===== src/rtl/fir31_pkg.sv =====
package fir31_pkg;

    parameter int NTAPS = 31;
    parameter int DW    = 16;
    parameter int CW    = 8;
    parameter int OW    = 32;
    parameter int SHIFT = 8;

    localparam int NHALF = NTAPS / 2;
    localparam int NPAIR = (NTAPS + 1) / 2;
    localparam int SW    = DW + 1;
    localparam int PW    = SW + CW;
    localparam int ACCW  = PW + $clog2(NPAIR);

    typedef logic signed [DW-1:0]   sample_t;
    typedef logic signed [SW-1:0]   pair_t;
    typedef logic signed [CW-1:0]   coef_t;
    typedef logic signed [PW-1:0]   prod_t;
    typedef logic signed [ACCW-1:0] acc_t;
    typedef logic signed [OW-1:0]   out_t;

    typedef struct packed {
        logic valid;
        out_t value;
    } result_t;

    // Weight of tap k: mirror-symmetric ramp, negative at the ends.
    function automatic coef_t coef_at(input int k);
        int m;
        m = (k < NTAPS - 1 - k) ? k : NTAPS - 1 - k;
        return coef_t'(4 * m - 16);
    endfunction

endpackage


===== src/rtl/fir31_delay.sv =====
module fir31_delay
    import fir31_pkg::*;
(
    input  logic    clk,
    input  logic    rst,
    input  logic    shift,
    input  sample_t din,
    output sample_t taps [NTAPS]
);

    always_ff @(posedge clk) begin
        if (rst) begin
            for (int i = 0; i < NTAPS; i++) taps[i] <= '0;
        end else if (shift) begin
            taps[0] <= din;
            for (int i = 1; i < NTAPS; i++) taps[i] <= taps[i-1];
        end
    end

    // history frozen on idle cycles
    a_r4_idle_frozen: assert property (@(posedge clk) disable iff (rst)
        !shift |=> ($stable(taps[0]) && $stable(taps[NTAPS-1])));

    // a strobe moves each sample one place along
    a_r4_shift_moves: assert property (@(posedge clk) disable iff (rst)
        shift |=> (taps[1] == $past(taps[0])));

endmodule


===== src/rtl/fir31_preadd.sv =====
module fir31_preadd
    import fir31_pkg::*;
(
    input  sample_t taps  [NTAPS],
    output pair_t   pairs [NPAIR]
);

    genvar k;
    generate
        for (k = 0; k < NHALF; k++) begin : g_pair
            assign pairs[k] = pair_t'(taps[k]) + pair_t'(taps[NTAPS-1-k]);
        end
        if (NTAPS % 2 == 1) begin : g_centre
            assign pairs[NHALF] = pair_t'(taps[NHALF]);
        end
    endgenerate

endmodule


===== src/rtl/fir31_mac.sv =====
module fir31_mac
    import fir31_pkg::*;
(
    input  logic    clk,
    input  logic    rst,
    input  logic    in_valid,
    input  pair_t   pairs [NPAIR],
    output result_t result
);

    prod_t prod_q [NPAIR];
    logic  prod_valid;
    acc_t  acc_sum;

    genvar k;
    generate
        for (k = 0; k < NPAIR; k++) begin : g_mul
            localparam coef_t WEIGHT = coef_at(k);
            always_ff @(posedge clk) begin
                if (rst) prod_q[k] <= '0;
                else if (in_valid) prod_q[k] <= prod_t'(pairs[k]) * prod_t'(WEIGHT);
            end
        end
    endgenerate

    always_ff @(posedge clk) begin
        if (rst) prod_valid <= 1'b0;
        else     prod_valid <= in_valid;
    end

    always_comb begin
        acc_sum = '0;
        for (int i = 0; i < NPAIR; i++) acc_sum = acc_sum + acc_t'(prod_q[i]);
    end

    always_ff @(posedge clk) begin
        if (rst) begin
            result <= '0;
        end else begin
            result.valid <= prod_valid;
            if (prod_valid) result.value <= out_t'(acc_sum >>> SHIFT);
        end
    end

endmodule


===== src/rtl/fir31_sym.sv =====
module fir31_sym
    import fir31_pkg::*;
(
    input  logic                 clk,
    input  logic                 rst,
    input  logic                 in_valid,
    input  logic signed [15:0]   in_sample,
    output logic                 out_valid,
    output logic signed [31:0]   out_sample
);

    sample_t taps  [NTAPS];
    pair_t   pairs [NPAIR];
    logic    hist_valid;
    result_t result;

    fir31_delay i_delay (
        .clk   (clk),
        .rst   (rst),
        .shift (in_valid),
        .din   (sample_t'(in_sample)),
        .taps  (taps)
    );

    always_ff @(posedge clk) begin
        if (rst) hist_valid <= 1'b0;
        else     hist_valid <= in_valid;
    end

    fir31_preadd i_preadd (
        .taps  (taps),
        .pairs (pairs)
    );

    fir31_mac i_mac (
        .clk      (clk),
        .rst      (rst),
        .in_valid (hist_valid),
        .pairs    (pairs),
        .result   (result)
    );

    assign out_valid  = result.valid;
    assign out_sample = 32'(result.value);

    // reset clears the output port state
    a_r1_reset_clear: assert property (@(posedge clk)
        rst |=> (!out_valid && out_sample == '0));

    // every strobe yields a pulse three edges later
    a_r2_strobe_answered: assert property (@(posedge clk) disable iff (rst)
        in_valid |-> ##3 out_valid);

    // no pulse without a strobe three edges earlier
    a_r2_no_spurious: assert property (@(posedge clk) disable iff (rst)
        out_valid |-> $past(in_valid, 3));

    // output holds between result pulses
    a_r8_hold_output: assert property (@(posedge clk) disable iff (rst)
        !out_valid |-> $stable(out_sample));

endmodule


===== config.mk =====
export PLATFORM = sky130hd
export DESIGN_NAME = fir31_sym
export DESIGN_NICKNAME = d
export VERILOG_FILES = /design/src/rtl/fir31_pkg.sv /design/src/rtl/fir31_delay.sv /design/src/rtl/fir31_preadd.sv /design/src/rtl/fir31_mac.sv /design/src/rtl/fir31_sym.sv
export SDC_FILE = /design/constraint.sdc
export NUM_CORES = 2
export LEC_CHECK = 0
export ABC_AREA = 1
export BUFFER_PORTS_ARGS = -buffer_cell sky130_fd_sc_hd__buf_2
export CAP_MARGIN = 20
export CORE_MARGIN = 2
export CORE_UTILIZATION = 50
export CTS_CLUSTER_SIZE = 40
export DETAILED_ROUTE_END_ITERATION = 7
export PLACE_DENSITY = 0.65
export SLEW_MARGIN = 10
export SYNTH_ARGS = -nofsm -noshare
export SYNTH_HDL_FRONTEND = slang
export SYNTH_SLANG_ARGS = --single-unit

===== constraint.sdc =====
create_clock -name clk -period 8.8 [get_ports clk]
set_clock_uncertainty 0.05 [all_clocks]
set_input_delay 1.76 -clock clk [delete_from_list [all_inputs] [get_ports clk]]
set_output_delay 1.76 -clock clk [all_outputs]
set_load 0.02 [all_outputs]

== After elaboration in Yosys (flattened, before gate mapping) ==
Memory sizes are Yosys's and may differ from the RTL's.
Index checks and enable logic that the tools add are counted.

* Output and inout bits: 33
* Memories: 1
* Input port bits: 19
* Latch bits: 0
* Memory bits (writable): 368
* Flip-flop bits (word level): 520
* ROM bits: 0
* Logic and storage cells: 113

* $mul: 8
* Equality and inequality tests: 0
* Mux-type cells: 21
* Add/subtract/negate cells: 32
* Magnitude comparators: 0
* Divide/modulo/power cells: 0
* Shifts and indexed selects: 0
* Reductions and logical operators: 0
* Bitwise logic cells: 16

{| class="wikitable"
|+ Memories
! name !! words !! bits a word !! read ports !! clocked after memory_dff !! write ports !! RTL line !! source
|-
| i_mac.prod_q || 16 || 23 || 16 || 0 || 16 || fir31_mac.sv:11 || <nowiki>prod_t prod_q [NPAIR];</nowiki>
|}

{| class="wikitable"
|+ Operators by type and width
! cell !! number
|-
| adder 29 x 25 -> 29 bit || 13
|-
| 2-to-1 mux 23 bit || 16
|-
| adder 16 x 16 -> 17 bit || 14
|-
| multiplier 17 x 4 -> 21 bit (second input constant) || 3
|-
| multiplier 17 x 3 -> 20 bit (second input constant) || 3
|-
| adder 26 x 25 -> 27 bit || 1
|-
| adder 25 x 25 -> 26 bit || 1
|-
| negator 17 -> 23 bit || 1
|-
| multiplier 17 x 5 -> 22 bit (second input constant) || 1
|-
| negator 17 -> 22 bit || 1
|-
| multiplier 16 x 5 -> 21 bit (second input constant) || 1
|-
| negator 17 -> 21 bit || 1
|-
| bitwise OR 1 bit || 16
|-
| 2-to-1 mux 1 bit || 5
|}

== Logic depth before layout (Yosys ltp) ==
An unclocked memory read counts as a cell.

* Depth in word-level cells: 16
* Mapped depth: 31
* Gate-level depth less buffers: 31

== Modules after synthesis ==
From an unflattened synthesis, not the netlist that was laid out.

* Cell total of the unflattened synthesis: 9,647
* Area total of the unflattened synthesis: 66,641.4 um2

{| class="wikitable"
|+ Modules (own cells, without submodules)
! module !! area each (um2) !! times used !! seq. area each (um2) !! cells each
|-
| fir31_mac || 31,181.2 || 1 || 9,499.1 || 3,561
|-
| fir31_delay || 20,515.9 || 1 || 9,929.5 || 3,141
|-
| fir31_preadd || 14,914.3 || 1 || 0.0 || 2,942
|-
| fir31_sym || 30.0 || 1 || 20.0 || 3
|}

== Worst setup path before layout ==
Ideal clock, no wire load.

* Path type: input port to flip-flop
* Start: in rst
* End: mem i_mac.prod_q[0][10] in the netlist's numbering (enable)
* Stages on the path: 4
* Library setup time: 2.253 ns
* Setup slack: -0.578 ns
* Data required time: 6.497 ns
* Buffers on the path: 2
* Data arrival time: 7.075 ns
* Cells stage by stage: buf_2 inv_2 clkbuf_1 nand2_1

{| class="wikitable"
|+ RTL lines
! what !! RTL line !! source
|-
| from (decl) || fir31_sym.sv:5 || <nowiki>input logic rst,</nowiki>
|-
| to (decl) || fir31_mac.sv:11 ||
|}

==> metrics <==
Design Area, Final=62580 µm²; Routability Congestion=0.9621; DR pass1 iterations=6; Leakage Power=0.03007 µW; CP startpoint kind=flip-flop; setup bufs post-CTS=0; worst hold path type=reg -> reg; Final ANT Viol Nets=0; RR Startpoint=i_mac.prod_q[1][2]; setup violators final=0; overall via count from detail_route=47710; number of global-route vias before repair=45090; max-slew violations=0; Crit. End Element=flip-flop; PortBufs=slightly above 50; CTS HTree Levels=3; Hold Buf Count CTS=0; Area growth syn-to-layout=8.113%; Resized cells post-CTS=0; gr ovfl total=0; clock buffer depth=3; Avg Inst Size Synth=around 8.0 µm²; Worst Path Arrival=about 7.3 ns; initial drt markers=4023; TritonCTS Sinks=820; HPWL after detailed placement=around 130000 µm; CORE AREA=114500 µm²; worst path required time=9.32 ns; Fmax achieved=148.0 MHz; Clk pin slew, worst setup/hold paths=0.06 ns; Synth Instances=7197; gr usage total=0.2839; minimum clock period=just under 7 ns; synthesized net count=between 8000 and 9000; CTS root buf=clkbuf_16; Setup WS post-layout=2.045 ns; most area-consuming cells after synthesis=dfxtp_1, edfxtp_1, ha_1; Crit Path Max Fanout=4; Netlist cell types=51; io pins=52; DP Area=59260 µm²; CTS tree=done; Setup crit end=i_mac.result[20]; status=completed; die width=approximately 340 µm; Slew @ Worst Pin=1.129 ns; worst rel slew slack=0.2473; sequential area share after synthesis=0.3355; final setup TNS=0 ns; Reg2Reg Setup Slack=slightly above 2 ns; Hold Slack=0.4159 ns; Vias/cell=5.456; top-area cell type share of the netlist area=0.1799; Yosys warnings=0; initial core utilization=0.5055; fin crit share=0.7677; initial antenna violation count=1; pre-CTS setup slack=1.991 ns; Pwr Density=419.7 nW/µm²; first-pass GRT wire length=261500 µm; FF-to-FF path depth=27; net count reported at finish=a little over 8000; synthesized area=57880 µm²; Fin. Hold Viols=0; CP startpoint=i_mac.prod_q[1][2]; FF+latch count, synth=820; Die Area=118500 µm²; biggest area consumer among synthesized cells=dfxtp_1; unrepaired setup endpoints after global routing=no; total CTS buffers=95; antenna cells=0; Post-Route WL=~170000 µm; Core Util, Final=0.5465; DR WL/cell=19.27 µm; critical path class=reg -> reg; worst IR drop on VDD=0.7362 mV; Die H=344.2 µm; Residual DRC=0; largest net degree at the start of global routing=around 220; Clk Latency, worst-skew pair=about 0.70 ns; share of cells above drive strength 1=0.04010; cell row count=124; max-cap viol count=0; r2r endpoint=i_mac.result[20]
-- cell families after synthesis --
| logic type | Yosys count | share of synthesized area |
|---|---|---|
| compound gates | 1692 | 0.1557 |
| xor+xnor | 124 | 0.01876 |
| fa+ha+maj | 913 | 0.2384 |
| buf+inv | 1178 | 0.08016 |
| flops | 820 | 0.3355 |
| simple gates | 2470 | 0.1716 |
-- sequential cells by signal (all words and copies together), names as in the netlist --
register          count
i_mac.prod_q        300
hist_valid            1
i_mac.prod_valid      1
i_delay.taps        496
i_mac.result         22
-- worst max-delay path, stage by stage (launching register included) --
cell and delay (ns):
edfxtp_1 0.40, fa_1 0.57, ha_1 0.17, inv_1 0.06, fa_1 0.47, o21ai_0 0.42, nand3_1 0.14, nand3_1 0.14
a21oi_1 0.08, nor2_1 0.26, inv_1 0.10, fa_1 0.49, inv_1 0.07, fa_1 0.54, fa_1 0.45, fa_1 0.52
inv_1 0.05, fa_1 0.45, ha_1 0.36, inv_1 0.08, nor3_1 0.24, nand2_1 0.11, nor2_1 0.10, nand2_1 0.07
nand3_1 0.08, nand3_1 0.08, nand2_1 0.07, inv_1 0.03
-- metal layers --
metal | track usage | wire length (µm)
met1 | 0.4159 | 80470
met2 | 0.4462 | 74930
met3 | 0.03390 | 8731
met4 | 0.07111 | 4326
met5 | 0 | 0
-- cell usage after synthesis (all sizes together) --
| library cell | number |
|---|---|
| inv | 964 |
| clkbuf | 118 |
| a31o | 4 |
| nor4 | 12 |
| nand3b | 11 |
| and3 | 1 |
| o31ai | 4 |
| a221oi | 4 |
| o221ai | 1 |
| a21oi | 712 |
| fa | 316 |
| o21ai | 786 |
| nor2 | 1150 |
| xnor2 | 30 |
| o21bai | 32 |
| buf | 96 |
| a21o | 39 |
| o22ai | 3 |
| and2 | 5 |
| edfxtp | 300 |
| a22oi | 2 |
| ha | 597 |
| nand3 | 244 |
| nor3b | 4 |
| xor2 | 94 |
| a211o | 2 |
| nand2 | 942 |
| a31oi | 17 |
| o211ai | 6 |
| or2 | 6 |
| o21a | 54 |
| a21boi | 16 |
| nand4 | 40 |
| dfxtp | 520 |
| a211oi | 10 |
| nor3 | 55 |
-- power breakdown --
group / switching [µW] / internal (µW) / leakage [µW]
Sequential: 274 / 4270 / 0.00750
Combinational: 11500 / 6010 / 0.0209
Clock: 1760 / 2420 / 0.00166
Total: 13600 / 12700 / 0.0301
-- stage by stage --
step / total power, µW / std cells
final: 26260 / 8744
after global routing: 28850 / 8744
after CTS: 26300 / 8744
after detailed placement: 22010 / 8564
after global placement: 22110 / 8564
after floorplan: 16910 / 7197
-- cell type report --
cell class,instances,area (µm²)
Fill cell,10900,51920
Multi-Input combinational cell,5199,33840
Sequential cell,820,19420
Inverter,964,3645
Clock buffer,131,2789
Tap cell,1512,1892
Clock inverter,49,530.5
Timing Repair Buffer,69,462.9
-- how the worst min path moves through the flow --
stage,startpoint,endpoint,slack (ns),cells past startpoint
2_1_floorplan,i_delay.taps[0],i_delay.taps[0],0.39,2
3_3_place_gp,i_delay.taps[5],i_delay.taps[5],0.40,2
3_5_place_dp,i_delay.taps[10],i_delay.taps[10],0.41,2
4_1_cts,i_delay.taps[10],i_delay.taps[10],0.42,2
5_1_grt,i_delay.taps[9],i_delay.taps[9],0.44,2
6_report,i_delay.taps[10],i_delay.taps[10],0.42,2
-- cells in the final DEF (no fill, tap or decap), types with 7 or more instances in the layout --
| cell type | instances |
|---|---|
| a31oi_1 | 17 |
| o21ai_0 | 754 |
| nand2_1 | 939 |
| a21oi_1 | 710 |
| a21boi_0 | 10 |
| xor2_1 | 94 |
| clkinv_2 | 19 |
| edfxtp_1 | 300 |
| xnor2_1 | 30 |
| ha_1 | 597 |
| a21o_1 | 39 |
| clkbuf_8 | 20 |
| nand4_1 | 40 |
| o21bai_1 | 32 |
| dfxtp_1 | 520 |
| nor4_1 | 12 |
| o21ai_1 | 18 |
| fa_1 | 316 |
| clkbuf_1 | 9 |
| nand3b_1 | 11 |
| nor3_1 | 53 |
| nor2_1 | 1147 |
| clkbuf_16 | 98 |
| nand3_1 | 238 |
| inv_4 | 7 |
| inv_1 | 957 |
| a211oi_1 | 10 |
| buf_2 | 50 |
| o21a_1 | 54 |
| o21ai_2 | 14 |
| buf_4 | 13 |
(Power assumes the default switching activity.)
